**config.mk**
```make
export PLATFORM = sky130hd
export DESIGN_NAME = pwm_phase_chan
export DESIGN_NICKNAME = d
export VERILOG_FILES = /design/src/rtl/pwm_pkg.sv /design/src/rtl/pwm_shadow_reg.sv /design/src/rtl/pwm_timebase.sv /design/src/rtl/pwm_action.sv /design/src/rtl/pwm_phase_chan.sv
export SDC_FILE = /design/constraint.sdc
export NUM_CORES = 1
export LEC_CHECK = 0
export CORE_UTILIZATION = 25
export CTS_CLUSTER_SIZE = 30
export DETAILED_ROUTE_END_ITERATION = 10
export GPL_TIMING_DRIVEN = 0
export SETUP_SLACK_MARGIN = 0.15
export SKIP_CTS_REPAIR_TIMING = 1
export SYNTH_ARGS = -nofsm -noshare
export SYNTH_HDL_FRONTEND = slang
export SYNTH_HIERARCHICAL = 1
export SYNTH_SLANG_ARGS = --single-unit
```
**constraint.sdc**
```tcl
create_clock -name clk -period 2.2 [get_ports clk]
set_clock_uncertainty 0.2 [all_clocks]
set_input_delay 0.44 -clock clk [delete_from_list [all_inputs] [get_ports clk]]
set_output_delay 0.44 -clock clk [all_outputs]
set_load 0.005 [all_outputs]
```
**src/rtl/pwm_pkg.sv**
```systemverilog
// Package: shared encodings for the phase-synchronizable PWM channel.
package pwm_pkg;
    // Source of the sync output
    typedef enum logic {
        SYNC_AT_ZERO = 1'b0,
        SYNC_PASS    = 1'b1
    } sync_sel_e;
endpackage

```
**src/rtl/pwm_shadow_reg.sv**
```systemverilog
// Shadowed register: software writes land in the shadow copy. The shadow
// is copied to the active value only when xfer is high.
// Assumes xfer is already qualified as a zero event by the time base.
module pwm_shadow_reg #(
    parameter int W       = 16,
    parameter int RST_VAL = 0
) (
    input  logic         clk,
    input  logic         rst_n,
    input  logic         wr,
    input  logic [W-1:0] wdata,
    input  logic         xfer,
    output logic [W-1:0] active
);
    localparam logic [W-1:0] RstV = W'(RST_VAL);

    logic [W-1:0] shadow_q;

    // Capture software writes into the shadow copy
    always_ff @(posedge clk) begin
        if (!rst_n)  shadow_q <= RstV;
        else if (wr) shadow_q <= wdata;
    end

    // Copy the shadow into the active register on a zero event
    always_ff @(posedge clk) begin
        if (!rst_n)    active <= RstV;
        else if (xfer) active <= shadow_q;
    end

    // the active value moves only on a transfer
    a_r4_active_only_on_xfer: assert property (@(posedge clk) disable iff (!rst_n)
        !xfer |=> $stable(active));
endmodule

```
**src/rtl/pwm_timebase.sv**
```systemverilog
// Up-counting time base with a phase register, a sync reload and a preset.
// Priority: preset write, then sync load, then counting. Counting and sync
// loads need tb_en. Assumes prd_act is the active period.
module pwm_timebase #(
    parameter int W       = 16,
    parameter int PHS_RST = 0
) (
    input  logic         clk,
    input  logic         rst_n,
    input  logic         tb_en,
    input  logic         sync_in,
    input  logic         phase_en,
    input  logic         phs_wr,
    input  logic [W-1:0] phs_wdata,
    input  logic         cnt_wr,
    input  logic [W-1:0] cnt_wdata,
    input  logic [W-1:0] prd_act,
    output logic [W-1:0] cnt,
    output logic         at_zero,
    output logic         zero_evt
);
    localparam logic [W-1:0] PhsRst = W'(PHS_RST);

    logic [W-1:0] phs_q;
    logic [W-1:0] phs_eff;
    logic         sync_load;

    // Phase register write
    always_ff @(posedge clk) begin
        if (!rst_n)      phs_q <= PhsRst;
        else if (phs_wr) phs_q <= phs_wdata;
    end

    // Clamp the phase to the active period; decode the events
    always_comb begin
        phs_eff   = (phs_q > prd_act) ? prd_act : phs_q;
        sync_load = tb_en && phase_en && sync_in;
        at_zero   = (cnt == '0);
        zero_evt  = tb_en && at_zero && !sync_load && !cnt_wr;
    end

    // Counter update: preset, sync reload, wrap or increment
    always_ff @(posedge clk) begin
        if (!rst_n)              cnt <= '0;
        else if (cnt_wr)         cnt <= cnt_wdata;
        else if (tb_en) begin
            if (sync_load)       cnt <= phs_eff;
            else if (cnt >= prd_act) cnt <= '0;
            else                 cnt <= cnt + 1'b1;
        end
    end

    // with the enable low and no preset, the counter holds
    a_r5_hold_when_disabled: assert property (@(posedge clk) disable iff (!rst_n)
        (!tb_en && !cnt_wr) |=> $stable(cnt));
    // a preset write lands on the next edge
    a_r6_preset_loads: assert property (@(posedge clk) disable iff (!rst_n)
        cnt_wr |=> (cnt == $past(cnt_wdata)));
    // a sync load never puts the counter above the period
    a_r9_load_clamped: assert property (@(posedge clk) disable iff (!rst_n)
        (sync_load && !cnt_wr) |=> (cnt <= $past(prd_act)));
    // with phase_en clear, counting goes on from the current value
    a_r7_master_ignores_sync: assert property (@(posedge clk) disable iff (!rst_n)
        (tb_en && !phase_en && !cnt_wr && cnt < prd_act) |=> (cnt == $past(cnt) + 1'b1));
endmodule

```
**src/rtl/pwm_action.sv**
```systemverilog
// Action qualifier: sets the output at counter zero and clears it at a
// compare match. The match wins when both hold. Acts only while enabled.
module pwm_action #(
    parameter int W = 16
) (
    input  logic         clk,
    input  logic         rst_n,
    input  logic         tb_en,
    input  logic         at_zero,
    input  logic [W-1:0] cnt,
    input  logic [W-1:0] cmp_act,
    output logic         pwm
);
    logic at_cmp;

    // Compare match decode
    always_comb at_cmp = (cnt == cmp_act);

    // Output register
    always_ff @(posedge clk) begin
        if (!rst_n)            pwm <= 1'b0;
        else if (tb_en) begin
            if (at_cmp)        pwm <= 1'b0;
            else if (at_zero)  pwm <= 1'b1;
        end
    end

    // a rising edge follows a counter-zero cycle
    a_r3_rise_at_zero: assert property (@(posedge clk) disable iff (!rst_n)
        $rose(pwm) |-> $past(cnt) == '0);
    // a falling edge follows a compare match
    a_r3_fall_at_cmp: assert property (@(posedge clk) disable iff (!rst_n)
        $fell(pwm) |-> $past(cnt) == $past(cmp_act));
endmodule

```
**src/rtl/pwm_phase_chan.sv**
```systemverilog
// One phase-synchronizable PWM channel: time base, shadowed period and
// compare, action qualifier and the sync output select.
// Assumes all inputs are synchronous to clk and that sync_in is one cycle wide.
module pwm_phase_chan #(
    parameter int W       = 16,
    parameter int PRD_RST = 9,
    parameter int CMP_RST = 5,
    parameter int PHS_RST = 0
) (
    input  logic         clk,
    input  logic         rst_n,
    input  logic         tb_en,
    input  logic         sync_in,
    input  logic         phase_en,
    input  logic         sync_sel,
    input  logic         prd_wr,
    input  logic [W-1:0] prd_wdata,
    input  logic         cmp_wr,
    input  logic [W-1:0] cmp_wdata,
    input  logic         phs_wr,
    input  logic [W-1:0] phs_wdata,
    input  logic         cnt_wr,
    input  logic [W-1:0] cnt_wdata,
    output logic         pwm_out,
    output logic         sync_out
);
    import pwm_pkg::*;

    logic [W-1:0] prd_act;
    logic [W-1:0] cmp_act;
    logic [W-1:0] cnt;
    logic         at_zero;
    logic         zero_evt;
    sync_sel_e    sel;

    pwm_shadow_reg #(.W(W), .RST_VAL(PRD_RST)) u_prd (
        .clk(clk), .rst_n(rst_n), .wr(prd_wr), .wdata(prd_wdata),
        .xfer(zero_evt), .active(prd_act));

    pwm_shadow_reg #(.W(W), .RST_VAL(CMP_RST)) u_cmp (
        .clk(clk), .rst_n(rst_n), .wr(cmp_wr), .wdata(cmp_wdata),
        .xfer(zero_evt), .active(cmp_act));

    pwm_timebase #(.W(W), .PHS_RST(PHS_RST)) u_tb (
        .clk(clk), .rst_n(rst_n), .tb_en(tb_en), .sync_in(sync_in),
        .phase_en(phase_en), .phs_wr(phs_wr), .phs_wdata(phs_wdata),
        .cnt_wr(cnt_wr), .cnt_wdata(cnt_wdata), .prd_act(prd_act),
        .cnt(cnt), .at_zero(at_zero), .zero_evt(zero_evt));

    pwm_action #(.W(W)) u_aq (
        .clk(clk), .rst_n(rst_n), .tb_en(tb_en), .at_zero(at_zero),
        .cnt(cnt), .cmp_act(cmp_act), .pwm(pwm_out));

    // Sync output select: own zero pulse or pass sync_in through
    always_comb begin
        sel = sync_sel_e'(sync_sel);
        if (sel == SYNC_PASS) sync_out = sync_in;
        else                  sync_out = tb_en && at_zero;
    end

    // a sync load in a zero cycle blocks the shadow transfer
    a_r10_load_blocks_xfer: assert property (@(posedge clk) disable iff (!rst_n)
        (tb_en && phase_en && sync_in) |-> !zero_evt);
    // in zero mode the sync output stays low while disabled
    a_r5_no_sync_when_off: assert property (@(posedge clk) disable iff (!rst_n)
        (!tb_en && !sync_sel) |-> !sync_out);
endmodule

```
---- Yosys cells after proc, flatten, opt, wreduce, memory -nomap -nowiden ----
Index checks and enable logic that the tools add are counted.
storage, ports and cells
  register bits ........................... 97
  output and inout port bits .............. 2
  word-level logic and storage cells ...... 30
cells by class
  add/subtract/negate cells ............... 1
  magnitude comparators ................... 2
  eq/ne operators ......................... 1
  multiplexer cells ....................... 8
  reduce and logical (&&, ||, !) cells .... 11
operator list
  cell                                            number
  two-way mux 16 bit                              5
  adder 16 x 1 -> 16 bit (second input constant)  1
  equality test 16 bit                            1
  greater-or-equal comparator 16 bit              1
  > comparator 16 bit                             1
  logical NOT 16 bit                              1
  logical AND 1 bit                               5
  nonzero test 2 bit                              2
  two-way mux 1 bit                               3
  logical NOT 1 bit                               2
  AND reduction 2 bit                             1

---- Logic depth before layout (Yosys ltp) ----
  depth in word-level cells ............... 5
  gate-level depth with buffers ........... 9
  gate-level depth less buffers ........... 8

---- Cells and area by module ----
Netlist, hierarchy kept.
by module, submodules not included
  module          times used  cells each  area an instance (um2)  sequential area each (um2)
  pwm_timebase    1           349         2866.5                  640.6
  pwm_shadow_reg  2           103         1224.9                  640.6
  pwm_action      1           25          207.7                   20.0
  pwm_phase_chan  1           3           12.5                    0.0

---- Worst setup path after synthesis ----
OpenSTA, ideal clock, no wires.
  kind .................................... register to register
  start point ............................. reg u_prd.active[14]
  end point ............................... reg u_tb.cnt[3]
  setup time .............................. 0.127 ns
  data arrival time ....................... 1.863 ns
  data required time ...................... 1.873 ns
  slack ................................... 0.010 ns
  cell stages (with the launch flop) ...... 9
  cells stage by stage .................... dfxtp_1 -> inv_1 -> ha_1 -> a21oi_1 -> nand2_1 -> a221oi_4 -> o21ai_2 -> a221oi_1 -> o21ai_1
between the ends
  longest elaborated chain between the ends .. 5
  elaborated cells between the ends (all ways) .. 7
  those cells by class .................... order compare (2); mux (5)
ends and longest elaborated chain
  item                                                                       line                                    text
  start, declared                                                            pwm_shadow_reg.sv:13                    output logic [W-1:0] active
  start signal, assigned                                                     pwm_shadow_reg.sv:27                    if (!rst_n) active <= RstV;
  start signal, assigned                                                     pwm_shadow_reg.sv:28                    else if (xfer) active <= shadow_q;
  greater-or-equal comparator 16 bit or > comparator 16 bit (tied branches)  pwm_timebase.sv:48, pwm_timebase.sv:36
  two-way mux 16 bit (on tied branches)                                      pwm_timebase.sv:48, pwm_timebase.sv:36
  two-way mux 16 bit (*)                                                     pwm_timebase.sv:47                      if (sync_load) cnt <= phs_eff;
  two-way mux 16 bit (*)                                                     pwm_timebase.sv:46                      else if (tb_en) begin
  two-way mux 16 bit (*)                                                     pwm_timebase.sv:45                      else if (cnt_wr) cnt <= cnt_wdata;
  end signal, assigned                                                       pwm_timebase.sv:45
  end signal, assigned                                                       pwm_timebase.sv:47
  end signal, assigned                                                       pwm_timebase.sv:49                      else cnt <= cnt + 1'b1;
  end, declared                                                              pwm_timebase.sv:18                      output logic [W-1:0] cnt,
Mark *: on every way between the ends. The rest lies on a longest branch, timed or not. The select of a mux whose other input is x is not followed.
A chain may end at the register's enable or synchronous reset.

---- Worst setup path in the final report ----
  start point ............................. reg u_prd.active[14]
  end point ............................... reg u_tb.cnt[8]
Same word-level chain as after synthesis.

==> results.json <==
{
  "crit_arrival_ns": 2.41,
  "vdd_drop_max_uv": 395,
  "die-area_um2": 22700,
  "ant_nets": 0,
  "grt_max_degree": 17,
  "status": "complete, but fails checks",
  "fin_area_um2": 7920,
  "n_antenna_cell": 0,
  "coreArea_um2": 21800,
  "cts_tree": "yes",
  "start_util_pct": 25.4,
  "cap_viol_max_count": 0,
  "grt_pass1_wl_um": 24300,
  "start_kind": "flip-flop",
  "failed_checks": "setup timing",
  "root_buffer": "clkbuf_16",
  "hold_violations": 0,
  "grt_pass1_vias": 4399,
  "finalMaxSlewViolations": 0,
  "clkLatencyLatePin_ns": 0.36,
  "drc_errors": 0,
  "drive_gt1_share_pct": 27.9,
  "grt_use_met1_pct": 18.7,
  "final_nets": 814,
  "syn-num-nets": 691,
  "ff_latch_area_um2": 2020,
  "crit_required_ns": 2.22,
  "power_w": 0.00451,
  "setup_violations": 47,
  "die_h_um": 151,
  "pin_count": 76,
  "finalWorstSetupSlack_ns": -0.185,
  "synth-seq-cells": 97,
  "rows": 54,
  "dieWidth_um": 151,
  "rsz0062_at_grt": "yes",
  "maxSlewHeadroom_pct": 60.1,
  "overflow": 0,
  "fillCellCount": 2156,
  "dr.pass1.iters": 5,
  "io_buffers": 72,
  "placedCellCount": 935,
  "routabilityCongestion": 0.833,
  "layout-area-overhead-vs-synth_pct": 43.1,
  "cts_sinks": 97,
  "period_needed_ns": 2.38,
  "multi_input_area_um2": 3770,
  "synth-edff-count": 0,
  "h-tree-depth": 3,
  "yosys_warnings": 6,
  "dp_hpwl_um": 12200,
  "vias_per_cell": 4.79,
  "cts_buffers": 9,
  "drt-total-wl_um": 16600,
  "ys_types": 60,
  "critPathKind": "flip-flop to flip-flop",
  "synth.cell_area_um2": 5540,
  "min_period_over_period_pct": 108,
  "grt_use_met3_pct": 2.50,
  "post_dp_cell_area_um2": 6820,
  "busiest_layer": "met2",
  "syn_inst": 583,
  "end_kind": "flip-flop",
  "grtUsageMet2_pct": 23.0,
  "grt_usage_pct": 14.3,
  "seq_area_frac_synth_pct": 35.1,
  "wl_per_cell_um": 16.8,
  "syn_avg_cell_area_um2": 9.50,
  "critPathMaxFanout": 6,
  "drt_iter0_drc": 277,
  "clkTransAtPathRegs_ns": 0.07,
  "antenna_found_initial": 0,
  "cts_max_path_buffers": 2,
  "hold_ws_ns": 0.226,
  "synth_flop_cell": "dfxtp_1",
  "leakage_nw": 2.92,
  "hp-class": "input port to flip-flop",
  "worst_pin_slew_ns": 0.598,
  "pwr_density_cell_nw_per_um2": 569,
  "dr_total_vias": 4740,
  "async_reset_ff_share_pct": 0,
  "fin_cells": 990,
  "fmax_mhz": 419
}
## layout by cell type, fill, tap and decap left out, types with 15 or more instances in the layout
cell,synthesis,layout
dfxtp_1,97,61
dfxtp_2,0,22
ha_4,0,15
buf_4,1,23
mux2i_1,84,81
clkdlybuf4s50_1,0,69
nor2_1,31,29
nand3_1,25,20
nor2b_1,58,58
xnor2_1,20,20
nand2_1,20,18
a21oi_1,30,24
buf_6,6,21
ha_1,34,18
## layer usage
layer / wire length (um) / vias to the layer above
met5: 0 / -
met4: 399 / 0
met3: 547 / 32
met2: 8090 / 130
met1: 7570 / 2251
li1: - / 2327
## layout make-up
type	instances	share of cell area [%]
Clock buffer	11	3.06
Inverter	25	1.37
Clock inverter	4	0.442
Timing Repair Buffer	112	14.4
Buffer	31	3.17
Tap cell	280	4.42
Multi-Input combinational cell	430	47.6
Sequential cell	97	25.5
## registers in the layout, indices dropped and copies added (netlist names)
name            cells
u_tb/cnt           16
u_tb/phs_q         16
u_cmp/shadow_q     16
u_prd/shadow_q     16
u_aq/pwm            1
u_cmp/active       16
u_prd/active       16
## logic make-up (layout without fill, tap and decap cells)
group | count (synthesis) | in the layout | share of synthesized area (%)
compound gates | 92 | 92 | 12.2
buf+inv | 56 | 183 | 5.92
flops | 97 | 97 | 35.1
fa+ha+maj | 34 | 34 | 7.68
simple gates | 191 | 191 | 19.3
xor+xnor | 28 | 28 | 4.43
mux | 85 | 85 | 15.4
## cells in the mapped netlist (4+ instances only)
cell	count	share of area, %
inv_1	25	1.7
buf_6	6	1.2
xor2_1	8	1.3
buf_12	4	1.4
and4_1	5	0.79
ha_1	34	7.7
nor2_1	31	2.1
nand4_1	11	1.2
nand2b_1	5	0.56
nor2b_1	58	6.6
nor3b_1	10	1.4
mux2i_1	84	15
a21oi_1	30	2.7
nand2_1	20	1.4
nand3_1	25	2.3
xnor2_1	20	3.2
dfxtp_1	97	35
o21ai_1	8	0.72
o21ai_0	6	0.54
nor3_1	6	0.54
clkbuf_1	14	0.95
o211ai_1	10	1.4
o221ai_1	4	0.63
## metrics by stage
stage | TNS, ns | util [%] | worst slack [ns]
6_report | -3.32 | 36.4 | -0.185
5_1_grt | -7.26 | 36.4 | -0.236
4_1_cts | -20.70 | 32.6 | -0.799
3_5_place_dp | -30.76 | 31.3 | -1.02
3_3_place_gp | -32.00 | 31.3 | -1.04
2_1_floorplan | 0 | - | 0.147
## worst max-delay path, stage by stage, from the launching register on
cell     delay [ns]
dfxtp_4        0.40
inv_4          0.06
ha_4           0.27
nand4_1        0.19
nor2_2         0.29
o21ai_4        0.13
a21oi_4        0.19
buf_12         0.16
mux2i_4        0.24
o22ai_1        0.12
## where the power goes
group / switching, W / leakage [nW] / total (W) / internal, W
Sequential: 0.000103 / 0.813 / 0.00193 / 0.00183
Clock: 0.000702 / 0.137 / 0.00151 / 0.000806
Combinational: 0.000481 / 1.97 / 0.00107 / 0.000588
Total: 0.00129 / 2.92 / 0.00451 / 0.00322
## path summary, 6_finish.rpt
| kind | start | to | slack (ns) | depth (start not counted) |
|---|---|---|---|---|
| worst min register to register | u_prd/shadow_q[3] | u_prd/shadow_q[3] | 0.28 | 2 |
| worst min-delay path | prd_wr | u_prd/shadow_q[5] | 0.23 | 3 |
| worst max register to register | u_prd/active[14] | u_tb/cnt[8] | -0.18 | 9 |
| worst max-delay path | u_prd/active[14] | u_tb/cnt[8] | -0.18 | 9 |
Note: power is estimated with default switching activity, not from simulation.
